===== config.mk =====
export PLATFORM = sky130hd
export DESIGN_NAME = can_fault_confine
export DESIGN_NICKNAME = d
export VERILOG_FILES = /design/src/rtl/can_fault_confine.sv
export SDC_FILE = /design/constraint.sdc
export NUM_CORES = 1
export LEC_CHECK = 0
export ABC_AREA = 1
export BUFFER_PORTS_ARGS = -buffer_cell sky130_fd_sc_hd__buf_2
export CORE_ASPECT_RATIO = 1.1
export CORE_UTILIZATION = 51
export DETAILED_ROUTE_END_ITERATION = 8
export PLACE_DENSITY = 0.79
export SLEW_MARGIN = 40
export SYNTH_ARGS = -nofsm -noshare
export SYNTH_HDL_FRONTEND = slang
export SYNTH_SLANG_ARGS = --single-unit

===== constraint.sdc =====
create_clock -name clk -period 2.2 [get_ports clk]
set_input_delay 0.22 -clock clk [delete_from_list [all_inputs] [get_ports clk]]
set_output_delay 0.22 -clock clk [all_outputs]
set_load 0.005 [all_outputs]

===== src/rtl/can_fault_confine.sv =====
module can_fault_confine #(
  parameter int CNT_W         = 9,
  parameter int TX_ERR_STEP   = 8,
  parameter int RX_ERR_STEP   = 1,
  parameter int PASSIVE_LIMIT = 127,
  parameter int BUSOFF_LIMIT  = 255,
  parameter int IDLE_RUN      = 11
) (
  input  logic             clk,
  input  logic             rst_n,
  input  logic             tx_err,
  input  logic             rx_err,
  input  logic             tx_ok,
  input  logic             rx_ok,
  input  logic             recover,
  input  logic             bit_valid,
  input  logic             bus_bit,
  output logic [CNT_W-1:0] tec,
  output logic [CNT_W-1:0] rec,
  output logic [1:0]       state,
  output logic             bus_idle
);
  localparam int IDLE_W = $clog2(IDLE_RUN + 1);
  localparam logic [CNT_W:0]   SUM_MAX  = {1'b0, {CNT_W{1'b1}}};
  localparam logic [CNT_W-1:0] PASS_TH  = CNT_W'(PASSIVE_LIMIT);
  localparam logic [CNT_W-1:0] OFF_TH   = CNT_W'(BUSOFF_LIMIT);
  localparam logic [IDLE_W-1:0] IDLE_TOP = IDLE_W'(IDLE_RUN);

  function automatic logic [CNT_W-1:0] step(input logic [CNT_W-1:0] v,
                                            input logic err, input logic ok,
                                            input int inc);
    logic [CNT_W:0] s;
    s = {1'b0, v} + (err ? (CNT_W+1)'(inc) : '0);
    if (s > SUM_MAX) s = SUM_MAX;
    if (ok && s != '0) s = s - 1'b1;
    return s[CNT_W-1:0];
  endfunction

  logic              off;
  logic [IDLE_W-1:0] idle_cnt;

  assign off      = tec > OFF_TH;
  assign state    = off ? 2'b10 : ((tec > PASS_TH || rec > PASS_TH) ? 2'b01 : 2'b00);
  assign bus_idle = idle_cnt == IDLE_TOP;

  always_ff @(posedge clk) begin
    if (!rst_n) begin
      tec <= '0;
      rec <= '0;
    end else if (off) begin
      if (recover) begin
        tec <= '0;
        rec <= '0;
      end
    end else begin
      tec <= step(tec, tx_err, tx_ok, TX_ERR_STEP);
      rec <= step(rec, rx_err, rx_ok, RX_ERR_STEP);
    end
  end

  always_ff @(posedge clk) begin
    if (!rst_n)
      idle_cnt <= '0;
    else if (bit_valid) begin
      if (!bus_bit)
        idle_cnt <= '0;
      else if (!bus_idle)
        idle_cnt <= idle_cnt + 1'b1;
    end
  end
endmodule


# --- Yosys cells after proc, flatten, opt, wreduce, memory -nomap -nowiden ---
# Index checks and enable logic that the tools add are counted.
word_totals:
  regBits: 22
  elab_cells: 39
classes:
  add_sub_neg: 5
  magnitude_cmp: 5
  eq_ne: 3
  n_mux: 17
  n_reduce_logical: 6
ops:
  columns: ["op", "count"]
  rows:
  - ["2-to-1 mux 10 bit", 6]
  - ["2-to-1 mux 9 bit", 5]
  - ["greater-than comparator 10 x 9 -> 1 bit, second input constant", 2]
  - ["nonzero test 10 bit", 2]
  - ["greater-than comparator 9 x 7 -> 1 bit, second input constant", 2]
  - ["subtractor 9 x 1 -> 9 bit, second input constant", 2]
  - ["2-to-1 mux 4 bit", 3]
  - ["adder 9 x 1 -> 10 bit", 1]
  - ["adder 9 x 4 -> 10 bit", 1]
  - ["greater-than comparator 9 x 8 -> 1 bit, second input constant", 1]
  - ["adder 4 x 1 -> 4 bit, second input constant", 1]
  - ["equality test 4 bit, second input constant", 1]
  - ["inequality test 2 bit, second input constant", 2]
  - ["logical AND 1 bit", 2]
  - ["2-to-1 mux 1 bit", 2]
  - ["2-to-1 mux 2 bit", 1]
  - ["AND reduction 2 bit", 1]
  - ["logical OR 1 bit", 1]

# --- Longest topological paths before layout ---
logic_depth:
  word_depth: 10
  depth_mapped: 17
  mapped_depth_nobuf: 17

# --- Worst setup path after synthesis ---
# Ideal clock, no wire load.
synth_timing:
  path_kind: "reg-to-reg"
  start: "register tec[3]"
  end: "register tec[2]"
  setup_ns: 0.113
  arrival_time_ns: 2.054
  required_time_ns: 2.087
  path_slack_ns: 0.032
  path_stages_with_launch: 17
  path_buffers: 0
  cell_sequence: "dfxtp_1 -> ha_1 -> ha_1 -> nand2_2 -> nor2_4 -> nand2_4 -> nand2_1 -> inv_1 -> ha_1 -> nand2_1 -> nor2_1 -> nand3_1 -> nand2_2 -> inv_2 -> nand3_2 -> o21ai_1 -> nor2_1"
synth_between:
  elab_chain_len: 9
synth_lines:
  columns: ["item", "line_no", "text"]
  rows:
  - ["start: declaration", "18", "output logic [CNT_W-1:0] tec,"]
  - ["start signal: assignment", "56", "tec <= step(tec, tx_err, tx_ok, TX_ERR_STEP);"]
  - ["branches (longest 9 deep; another with adder 9 x 4 -> 10 bit)", null, null]
# Several ways; the timed one is not identified. The select of a mux whose other input is x is not followed.
# A chain may end at the register's enable or synchronous reset.

# --- Worst setup path in the final report ---
layout_timing:
  start: "register tec[3]"
  end: "register tec[7]"
# The elaborated chain is that of the path after synthesis.

==> impl_results.md <==
- Register area: 444 um2
- Number of iterations in the first detailed-routing pass: 4
- Number of cells in the design after placement: just under 400
- Crit path max-delay family: simple AND/OR/NAND/NOR gates
- Number of antenna-violating nets in the routed design: 0
- Routed WL: 5230 um
- Number of antenna violations at the first check in global routing: 0
- Number of H-tree levels: 1
- Clock transition at the registers of the reported paths: 0.13 ns
- Routed via count: 2,166
- Transition time at the pin with the least slew margin: around 0.56 ns
- Outcome: finished, violations left
- Max IR drop VDD: between 0.0006 and 0.0007 V
- Max Fanout on Critical Path: 6
- Pwr dens: 969 nW/um2
- Final net count: 376
- Register-to-register setup slack: -0.02 ns
- WHS Endpoint: tec[0]
- Post-synthesis cell type count: 29
- Data required time at the worst endpoint: 2.39 ns
- TritonCTS clock tree: built
- Max Clock Skew: 0.00848 ns
- Worst-case setup slack after placement: -0.0633 ns
- Routability congestion estimate: 0.858
- Share of the clock period used by the worst path: 1.01
- Syn Area/Cell: approximately 6.2 um2
- Share of layout cells above drive strength 1: 0.318
- Relative area change from synthesis to final layout: 31.3%
- Number of sinks on the clock net: 22
- Mux share of post-synthesis cell area: 0
- Number of buffers inserted by hold repair at cts: 0
- Global route total overflow: 0
- Sum of buffers and inverters on the critical path: 2
- Post-synthesis compound-gate area fraction: 0.101
- Commonest non-fill, non-tap cell in the layout: sky130_fd_sc_hd__nand2_1
- GRT Total Usage: 0.251
- Critical setup path kind: register to register
- Total nets after synthesis: 317
- Xor/xnor cell area share of the yosys netlist: 0.0377
- Area of combinational cells with multiple inputs: between 1000 and 1500 um2
- Worst Hold Slack: 0.166 ns
- Final worst-path setup slack: -0.0225 ns
- Source-to-sink clock delay at the later pin of the worst-skew pair: 0.32 ns
- Die Outline Area: 3890 um2
- Failing checks: setup timing
- Via density: 5.33
- Global-route wire length before repair: 7640 um
- Instance count of the mapped netlist: 300
- Number of CTS-inserted buffers: 3
- Horizontal die dimension: 59.6 um
- Delay of the slowest cell on the worst path: 0.36 ns
- Number of cells traversed by the worst register-to-register path: 16
- Floorplan die height: 65.3 um
- Largest net degree at the start of global routing: 19
- Leakage: roughly 1.2 nW
- Slew margin rel.: 0.624
- Via count of the first global-routing pass: 1,894
- Critical register-to-register path startpoint: tec[3]
- Number of top-level pins: 30
- Synthesized-area fraction occupied by adder cells: 0.0539
- Hold_sp: rst_n
- Non-filler instance count after layout: 406
- Worst min-delay path class: primary input to register
- Number of diodes added for antenna fixing: 0
- Final Hold Vio Count: 0
- Root Driver: sky130_fd_sc_hd__clkbuf_4
- Most used cells in the layout excluding fill and tap cells: sky130_fd_sc_hd__nand2_1 (94), sky130_fd_sc_hd__buf_4 (30), sky130_fd_sc_hd__nand3_1 (29), sky130_fd_sc_hd__buf_2 (29), sky130_fd_sc_hd__inv_1 (28)
- Maximum achievable frequency: 0.450 GHz
- Total number of placement rows: 22
- Number of cells on the worst hold path: 3
- Mapped cell area: between 1500 and 2000 um2
- Min cycle time layout: 2.22 ns
- Number of max-cap violations: 0
- HPWL Detailed: 3590 um
- Final setup violation count: 2
- Crit. End Element: register
- DRC: 0
- R2R Path End: tec[7]
- Combinational family with the most area after synthesis: simple AND/OR/NAND/NOR gates
- Slew Limit Fails: 0
- Final routed wire length divided by cell count: between 10 and 15 um
- Portion of the post-synthesis area used by sequential elements: 0.237
- Iteration-0 DRC Markers: 89
- Yosys Warn Count: 0
- Critical Path Source Type: register
- Maximum clock path buffer count: 2
- Critical Path AT: about 2.4 ns
- Crit-path slowest cell: sky130_fd_sc_hd__dfxtp_2
- Starting density of the core: 0.544
- Synthesized-area fraction occupied by and/or/nand/nor cells: 0.469
- Area of the core: between 3000 and 4000 um2
- Synth Register Bits: 22
- Worst path cell trace: ha_4, ha_4, nand2_4, nor2_4, a21oi_2, ha_4, nand2_2, nor2_2, nand3_1, nand2_2, clkinv_4, buf_6, nand2_1, nand2_1, nand2_1, a21oi_1
- Input/output buffers: 29
- Fill count: 311
## cell families (layout without fill, tap and decap cells)
kind of cell    Yosys count  in the layout
flops                    22             22
buf+inv                  43            101
xor+xnor                  8              8
simple gates            186            186
fa+ha+maj                 8              8
compound gates           33             33
## power breakdown
group          internal (W)  total [W]  leakage (nW)  switching (W)
Sequential         0.000489   0.000594         0.182       0.000105
Clock              0.000184   0.000314        0.0279       0.000130
Combinational      0.000662    0.00146          1.01       0.000793
Total               0.00134    0.00236          1.22        0.00103
## tightest hold or removal path, delay by kind of cell
kind	cells	cell delay (ns)
buffers and inverters	1	0.13
AO/OA/AOI/OAI	1	0.03
AND/OR/NAND/NOR	1	0.06
## flip-flops by register name, indices dropped and copies added, names as in the netlist
name      flops
tec           9
rec           9
idle_cnt      4
## Yosys cell counts (all sizes together)
library cell	number	area share
buf	3	0.0094
clkinv	3	0.0061
dfxtp	22	0.24
xor2	7	0.033
clkbuf	4	0.019
nand4	4	0.013
inv	33	0.067
o21ai	8	0.026
nor2	29	0.073
a31oi	1	0.0034
nand2	110	0.25
a211oi	1	0.0040
nor3	7	0.019
nand3b	5	0.020
a21oi	23	0.068
xnor2	1	0.0047
ha	8	0.054
nand3	31	0.089
## layer usage
metal | track usage | vias to the layer above | routed length (um)
met4 | 0.0785 | 0 | 144
met3 | 0.0354 | 20 | 243
li1 | - | 1079 | -
met2 | 0.479 | 68 | 2730
met5 | 0 | - | 0
met1 | 0.279 | 999 | 2120
## final cells by class
| class | count | area share |
|---|---|---|
| flip-flops and latches | 22 | 0.182 |
| clock buffers | 3 | 0.00923 |
| inverters | 36 | 0.0585 |
| well taps | 48 | 0.0246 |
| repair buffers | 61 | 0.161 |
| clock inverters | 1 | 0.0123 |
| multi-input cells | 235 | 0.552 |
## repair_timing
action	4_1_cts	5_1_grt
setup buffers	0	13
endpoints found under the hold margin	0	0
setup endpoints to repair	10	18
gates resized for setup	8	27
pin swaps	3	13
## how the worst max path moves through the flow
stage | depth (start not counted) | to | startpoint | slack, ns
2_1_floorplan | 16 | tec[2] | tec[3] | 0.03
3_3_place_gp | 18 | rec[6] | rx_err | 0.02
3_5_place_dp | 15 | tec[5] | tx_err | -0.06
4_1_cts | 17 | rec[4] | rec[0] | 0.0004
5_1_grt | 16 | tec[7] | tec[3] | -0.15
6_report | 16 | tec[7] | tec[3] | -0.02
## stage by stage
step	instance area (um2)	util	power, W	TNS [ns]
2_1_floorplan	1860	-	0.00141	0
6_report	2440	0.715	0.00236	-0.0260
3_5_place_dp	2150	0.631	0.00179	-0.357
3_3_place_gp	2150	0.631	0.00176	0
4_1_cts	2230	0.652	0.00213	0
5_1_grt	2440	0.715	0.00255	-0.907
Note: power is estimated with default switching activity, not from simulation.
